[config.mk]
export PLATFORM = sky130hd
export DESIGN_NAME = strip_pipe_sequencer
export DESIGN_NICKNAME = d
export VERILOG_FILES = /design/src/rtl/sps_pkg.sv /design/src/rtl/sps_onehot.sv /design/src/rtl/sps_phase_decode.sv /design/src/rtl/strip_pipe_sequencer.sv
export SDC_FILE = /design/constraint.sdc
export NUM_CORES = 1
export LEC_CHECK = 0
export ABC_AREA = 1
export BUFFER_PORTS_ARGS = -buffer_cell sky130_fd_sc_hd__buf_2
export CAP_MARGIN = 25
export CORE_MARGIN = 4
export CORE_UTILIZATION = 35
export CTS_CLUSTER_DIAMETER = 80
export DETAILED_ROUTE_END_ITERATION = 16
export SKIP_CTS_REPAIR_TIMING = 1
export SYNTH_ARGS = -nofsm -noshare
export SYNTH_HDL_FRONTEND = slang
export SYNTH_SLANG_ARGS = --single-unit
export TNS_END_PERCENT = 5
[constraint.sdc]
create_clock -name clk -period 2.1 [get_ports clk]
set_input_delay 0.105 -clock clk [delete_from_list [all_inputs] [get_ports clk]]
set_output_delay 0.105 -clock clk [all_outputs]
set_load 0.05 [all_outputs]
[src/rtl/sps_pkg.sv]
package sps_pkg;
    typedef enum logic [1:0] {
        MODE_SAMPLE = 2'd0,
        MODE_SETTLE = 2'd1,
        MODE_READ   = 2'd2
    } mode_e;
endpackage

[src/rtl/sps_onehot.sv]
module sps_onehot #(
    parameter int N = 32,
    localparam int W = (N > 1) ? $clog2(N) : 1
) (
    input  logic [W-1:0] idx_i,
    output logic [N-1:0] sel_o
);
    for (genvar i = 0; i < N; i++) begin : g_bit
        assign sel_o[i] = (idx_i == W'(i));
    end
endmodule

[src/rtl/sps_phase_decode.sv]
module sps_phase_decode #(
    parameter int PH_LEN  = 2,
    parameter int GAP_LEN = 1,
    localparam int STEP_N = 2 * (PH_LEN + GAP_LEN),
    localparam int STEP_W = $clog2(STEP_N)
) (
    input  logic [STEP_W-1:0] step_i,
    output logic              ph1_o,
    output logic              ph2_o,
    output logic              strobe_o,
    output logic              last_o
);
    localparam int PH2_START = PH_LEN + GAP_LEN;
    localparam int PH2_END   = 2 * PH_LEN + GAP_LEN;

    always_comb begin
        ph1_o    = (step_i < STEP_W'(PH_LEN));
        ph2_o    = (step_i >= STEP_W'(PH2_START)) && (step_i < STEP_W'(PH2_END));
        strobe_o = (step_i == STEP_W'(PH2_END));
        last_o   = (step_i == STEP_W'(STEP_N - 1));
    end
endmodule

[src/rtl/strip_pipe_sequencer.sv]
module strip_pipe_sequencer #(
    parameter int PIPE_DEPTH = 32,
    parameter int NUM_CH     = 128,
    parameter int PH_LEN     = 2,
    parameter int GAP_LEN    = 1,
    localparam int LAT_W  = $clog2(PIPE_DEPTH),
    localparam int CH_W   = $clog2(NUM_CH),
    localparam int STEP_N = 2 * (PH_LEN + GAP_LEN),
    localparam int STEP_W = $clog2(STEP_N)
) (
    input  logic              clk,
    input  logic              rst_n,
    input  logic              trig_i,
    input  logic              lat_wr_i,
    input  logic [LAT_W-1:0]  lat_val_i,
    input  logic              cal_fire_i,
    input  logic              bunch_i,
    input  logic              clr_en_i,
    input  logic              bleed_en_i,
    output logic              samp_o,
    output logic              out_en_o,
    output logic [PIPE_DEPTH-1:0] pipe_sel_o,
    output logic              clr_o,
    output logic              cal_o,
    output logic              bleed_o,
    output logic              rd_in_o,
    output logic              rd_ph1_o,
    output logic              rd_ph2_o,
    output logic              adc_strobe_o,
    output logic [CH_W-1:0]   adc_ch_o,
    output logic              busy_o
);
    import sps_pkg::*;

    typedef struct packed {
        mode_e             mode;
        logic [LAT_W-1:0]  wpos;
        logic [LAT_W-1:0]  rpos;
        logic [LAT_W-1:0]  lat;
        logic [CH_W-1:0]   ch;
        logic [STEP_W-1:0] step;
        logic              cal;
        logic              clr;
        logic              bleed;
    } seq_regs_t;

    seq_regs_t r_q, r_d;

    logic             is_sample, is_read;
    logic             ph1, ph2, strobe, step_last;
    logic [LAT_W-1:0] sel_idx;

    assign is_sample = (r_q.mode == MODE_SAMPLE);
    assign is_read   = (r_q.mode == MODE_READ);

    sps_phase_decode #(
        .PH_LEN  (PH_LEN),
        .GAP_LEN (GAP_LEN)
    ) u_phase (
        .step_i   (r_q.step),
        .ph1_o    (ph1),
        .ph2_o    (ph2),
        .strobe_o (strobe),
        .last_o   (step_last)
    );

    // Ring select shows write slot while sampling, read slot otherwise
    assign sel_idx = is_sample ? r_q.wpos : r_q.rpos;

    sps_onehot #(
        .N (PIPE_DEPTH)
    ) u_sel (
        .idx_i (sel_idx),
        .sel_o (pipe_sel_o)
    );

    always_comb begin
        r_d       = r_q;
        r_d.cal   = 1'b0;
        r_d.clr   = 1'b0;
        r_d.bleed = bleed_en_i;

        unique case (r_q.mode)
            MODE_SAMPLE: begin
                if (lat_wr_i) begin
                    r_d.lat = lat_val_i;
                end
                if (trig_i) begin
                    // Stop writing; rewind by the latency in force now
                    r_d.mode = MODE_SETTLE;
                    r_d.rpos = r_q.wpos - r_q.lat;
                end else begin
                    r_d.wpos = r_q.wpos + 1'b1;
                    r_d.cal  = cal_fire_i;
                    r_d.clr  = bunch_i & clr_en_i;
                end
            end
            MODE_SETTLE: begin
                r_d.mode = MODE_READ;
                r_d.ch   = '0;
                r_d.step = '0;
            end
            MODE_READ: begin
                if (step_last) begin
                    r_d.step = '0;
                    if (r_q.ch == CH_W'(NUM_CH - 1)) begin
                        r_d.mode = MODE_SAMPLE;
                        r_d.wpos = '0;
                        r_d.ch   = '0;
                    end else begin
                        r_d.ch = r_q.ch + 1'b1;
                    end
                end else begin
                    r_d.step = r_q.step + 1'b1;
                end
            end
            default: begin
                r_d.mode = MODE_SAMPLE;
            end
        endcase
    end

    always_ff @(posedge clk) begin
        if (!rst_n) begin
            r_q.mode  <= MODE_SAMPLE;
            r_q.wpos  <= '0;
            r_q.rpos  <= '0;
            r_q.lat   <= '0;
            r_q.ch    <= '0;
            r_q.step  <= '0;
            r_q.cal   <= 1'b0;
            r_q.clr   <= 1'b0;
            r_q.bleed <= 1'b0;
        end else begin
            r_q <= r_d;
        end
    end

    assign samp_o       = is_sample;
    assign out_en_o     = !is_sample;
    assign busy_o       = !is_sample;
    assign clr_o        = r_q.clr;
    assign cal_o        = !r_q.cal;
    assign bleed_o      = r_q.bleed;
    assign rd_ph1_o     = is_read & ph1;
    assign rd_ph2_o     = is_read & ph2;
    assign rd_in_o      = is_read & ph1 & (r_q.ch == '0);
    assign adc_strobe_o = is_read & strobe;
    assign adc_ch_o     = r_q.ch;
endmodule

# == After elaboration in Yosys (flattened, before gate mapping) ==
# Index checks and enable logic that the tools add are counted.
# classes
n_addsub,4
magnitude_cmp,3
n_eq_ne,39
n_mux,11
n_bitwise,7
reduce_logical,14
# op_table
operator,count
"== test 5 bit, second input constant",16
"== test 5 x 4 -> 1 bit, second input constant",8
two-way mux 7 bit,4
"== test 5 x 3 -> 1 bit, second input constant",4
case mux 10 bit (2 select lines),1
"== test 5 x 2 -> 1 bit, second input constant",2
two-way mux 5 bit,2
case mux 5 bit (2 select lines),1
"adder 7 x 1 -> 7 bit, second input constant",1
"== test 7 bit, second input constant",1
zero test 7 bit,1
case mux 2 bit (3 select lines),1
AND reduction 2 bit,3
"adder 5 x 1 -> 5 bit, second input constant",1
bitwise AND 1 bit,5
"== test 5 x 1 -> 1 bit, second input constant",1
zero test 5 bit,1
subtractor 5 bit,1
"!= test 2 x 1 -> 1 bit, second input constant",2
"!= test 2 bit, second input constant",2
AND reduction 4 bit,1
nonzero test 2 bit,2
"adder 3 x 1 -> 3 bit, second input constant",1
"== test 3 bit, second input constant",1
other kinds (13),15
# totals
regBits,30

# == Logic depth before layout (Yosys ltp) ==
# logic_depth
word_depth,4
ltp_mapped,9
depth_no_buf,9

# == Modules after synthesis ==
# Synthesis repeated with hierarchy kept, for this count alone.
# hier_totals
cells_unflattened,317
area_unflattened_um2,2028.2
# modules_own_cells
mod,n_inst,cells_each,area_per_inst_um2,seq_area_each_um2
strip_pipe_sequencer,1,240,1705.4,600.6
sps_onehot,1,65,269.0,0.0
sps_phase_decode,1,12,53.8,0.0

# == Least setup slack after synthesis ==
# Ideal clock, no wire load.
# synth_timing
path_type,register -> output
from,register r_q[28] (netlist bit)
to,output pipe_sel_o[15]
arrival_ns,2.285
t_required_ns,1.995
path_slack_ns,-0.290
path_stages_with_launch,10
path_cell_list,dfxtp_1 inv_1 ha_1 buf_6 nand2_2 o21ai_2 inv_2 nor2_2 nand2_1 nor2_1
# synth_between
elab_chain_cells,3
# synth_rtl
element,line_no,text
start: declaration,strip_pipe_sequencer.sv:47,"seq_regs_t r_q, r_d;"
start signal: assignment,strip_pipe_sequencer.sv:135,r_q <= r_d;
zero test 2 bit,strip_pipe_sequencer.sv:53,assign is_sample = (r_q.mode == MODE_SAMPLE);
named net samp_o,strip_pipe_sequencer.sv:20,"output logic samp_o,"
two-way mux 5 bit,strip_pipe_sequencer.sv:68,assign sel_idx = is_sample ? r_q.wpos : r_q.rpos;
== test 5 x 4 -> 1 bit,sps_onehot.sv:9,assign sel_o[i] = (idx_i == W'(i));
end: declaration,strip_pipe_sequencer.sv:22,"output logic [PIPE_DEPTH-1:0] pipe_sel_o,"
# The timed path passes the listed nets, and every way through them passes these cells.

# == Worst setup path after layout ==
# layout_timing
from,register r_q[28] (netlist bit)
to,output pipe_sel_o[16]
# layout_between
elab_chain_cells,3
# layout_rtl
element,line_no
zero test 2 bit,strip_pipe_sequencer.sv:53
two-way mux 5 bit,strip_pipe_sequencer.sv:68
== test 5 bit,sps_onehot.sv:9
# Every way passes these cells.

==> impl_metrics.env <==
export IMPL_synth_seq_area_share=0.3004
export IMPL_worst_slew_pin_slew_ns=0.3754
export IMPL_cp_start_kind="register"
export IMPL_io_buffer_count=61
export IMPL_largest_fanout_of_any_net_on_the_critical_path=16
export IMPL_num_antenna_cells=0
export IMPL_cp_end_kind="output pin"
export IMPL_power_static_leakage_nw=1.255
export IMPL_maxSlewHeadroom=0.7497
export IMPL_first_global_vias=1825
export IMPL_period_needed_ns=2.057
export IMPL_max_cap_violations=0
export IMPL_final_nets=395
export IMPL_worstSkewPairLatency_ns=0.27
export IMPL_worst_ir_drop_vdd_uv=932.2
export IMPL_synth_compound_gate_area_share=0.1258
export IMPL_cp_cell_sequence="inv_1 > ha_1 > buf_12 > nand2_1 > o21ai_4 > nor2_1 > nand2_1 > nor2_1 > clkbuf_4"
export IMPL_min_path_type="input pin to register"
export IMPL_cpPeakStageDelay_ns=0.35
export IMPL_drtIter0Drc=62
export IMPL_slew_viol_final=0
export IMPL_initial_core_util=0.3609
export IMPL_grt_first_pass_wirelength_mm=8.273
export IMPL_muxShareOfSynthArea=0
export IMPL_wl_per_cell_um=11.36
export IMPL_power_density_cell_area_mw_per_mm2=1423
export IMPL_maximum_number_of_pins_on_one_net_before_global_route_repair=22
export IMPL_die_x_um=83.58
export IMPL_row_count=27
export IMPL_synth_cell_area_mm2=0.001999
export IMPL_place_hpwl_mm=3.810
export IMPL_placement_setup_worst_slack_ns=0.2060
export IMPL_postSynthRegisterBits=30
export IMPL_track_usage=0.1391
export IMPL_synth_warnings=0
export IMPL_total_power_w=0.003895
export IMPL_arrival_ns=1.95
export IMPL_drt_wl_total_mm=5.019
export IMPL_yosys_cell_types_count=27
export IMPL_globalRoute_totalOverflow=0
export IMPL_synthToLayoutAreaGrowth_pct=36.86
export IMPL_synth_avg_cell_area_um2=6.429
export IMPL_synth_xor_area_frac=0.01752
export IMPL_clock_transition_time_at_the_flip_flop_clock_pins_of_the_worst_setup_and_hold_paths_ns=0.06
export IMPL_tritoncts="yes"
export IMPL_critical_setup_path_class="register to output pin"
export IMPL_num_fill_cells=552
export IMPL_grt_setup_unrepaired="true"
export IMPL_design_core_area_mm2=0.005540
export IMPL_postSynthNetCount=336
export IMPL_setup_ws_ns=0.04285
export IMPL_drtAntennaViolNets=0
export IMPL_final_setup_viol_count=0
export IMPL_finalHoldViolCount=0
export IMPL_post_route_cells_drive_above_1_share=0.3432
export IMPL_final_skew_ns=0.004408
export IMPL_outcome="complete, no violations"
export IMPL_drt_pre_antenna_iters=4
export IMPL_cts_htree_levels=2
export IMPL_synthAdderAreaFrac=0.07885
export IMPL_antenna_violations_before_repair=0
export IMPL_worst_ep_required_time_ns=2.00
export IMPL_detail_route_vias_per_cell=4.586
export IMPL_i_o_pins=62
export IMPL_gp_congestion=0.8504
export IMPL_fmaxAchievable_mhz=486.1
export IMPL_fp_dieArea_mm2=0.006986
export IMPL_clock_tree_root_cell="clkbuf_8"
export IMPL_ctsLongestPathBuffers=2
export IMPL_floorplan_die_height_um=83.58
export IMPL_cts_sinks=30
export IMPL_routed_via_count=2027
export IMPL_layout_cells_most_common="nand2_1"
export IMPL_post_route_drc_count=0
export IMPL_most_used_cells_in_the_layout_excluding_fill_and_tap_cells="nand2_1, inv_1, nor2_1, nor2_2, dfxtp_1"
export IMPL_synthesis_instances=311
export IMPL_synthSimpleGateAreaFrac=0.3429
export IMPL_slowest_stage="dfxtp_1"
export IMPL_finalCritPeriodShare=0.9796
export IMPL_main_combinational_cell_family_by_area_after_synthesis="simple AND/OR/NAND/NOR gates"
export IMPL_number_of_buffers_created_by_cts=5
[final timing paths]
kind / start / endpoint / slack [ns] / cells past startpoint
worst max-delay path: r_q[28] / pipe_sel_o[16] / 0.04 / 9
worst min register to register: r_q[15] / r_q[15] / 0.46 / 2
worst min-delay path: bleed_en_i / bleed_o / 0.01 / 3
worst max register to register: r_q[23] / r_q[22] / 0.37 / 9
[power by group]
group	internal, W	switching (W)	total (W)	leakage [nW]
Clock	0.000228	0.000194	0.000421	0.0383
Combinational	0.000836	0.00187	0.00271	0.971
Sequential	0.000686	0.0000795	0.000765	0.246
Total	0.00175	0.00215	0.00389	1.25
[synthesized netlist by cell type (all sizes together)]
cell	number	area [µm²]
nand4	5	31.28
dfxtp	30	600.6
nand3	12	65.06
or2	2	12.51
nor2	68	272.8
clkinv	1	3.750
xor2	4	35.03
clkbuf	2	7.510
ha	11	137.6
nand2	70	277.8
inv	43	161.4
fa	1	20.02
o21ai	21	127.6
nor4	1	6.260
a221oi	1	8.760
nor3	1	5.000
buf	13	96.34
nand3b	2	15.01
a21oi	23	115.1
[layer usage]
| metal | share of wire | up-vias | track usage |
|---|---|---|---|
| li1 | - | 1079 | - |
| met1 | 0.47 | 887 | 0.1731 |
| met2 | 0.46 | 57 | 0.2336 |
| met3 | 0.058 | 4 | 0.03949 |
| met4 | 0.010 | 0 | 0.03947 |
| met5 | 0 | - | 0 |
[flip-flops by register name, indices dropped and copies added, names as in the netlist]
name / flops
adc_ch_o: 7
bleed_o: 1
clr_o: 1
r_q: 21
[stage by stage]
| step | cells | cell area, µm² | utilization | hold WS [ns] | setup TNS, ns |
|---|---|---|---|---|---|
| after floorplan | 311 | 2073 | - | 0.2026 | -5.151 |
| after global placement | 433 | 2407 | 0.4345 | 0.2880 | 0 |
| after detailed placement | 433 | 2407 | 0.4345 | 0.2970 | 0 |
| after CTS | 440 | 2484 | 0.4483 | 0.003809 | -0.4520 |
| after global routing | 442 | 2736 | 0.4939 | 0.03861 | -0.7180 |
| final | 442 | 2736 | 0.4939 | 0.01479 | 0 |
[final cells by class]
class	instances	area, µm²	share of cell area
multi-input cells	222	1259	0.4600
flip-flops and latches	30	600.6	0.2195
repair buffers	67	541.8	0.1980
inverters	44	168.9	0.06173
well taps	72	90.09	0.03292
clock buffers	7	76.32	0.02789
[logic make-up after synthesis]
| family | count (synthesis) |
|---|---|
| AOI/OAI and AO/OA | 45 |
| xor gates and xnor gates | 4 |
| adders and majority gates | 12 |
| buffers and inverters | 59 |
| DFF | 30 |
| and+or+nand+nor | 161 |
[critical path, delay by kind of cell (launching register included)]
family	cells	cell delay, ns
AO/OA/AOI/OAI	1	0.08
adder cells (fa/ha/maj)	1	0.22
buffers and inverters	3	0.47
flip-flops	1	0.35
AND/OR/NAND/NOR	4	0.56
Power figures use the tool's default switching activity.
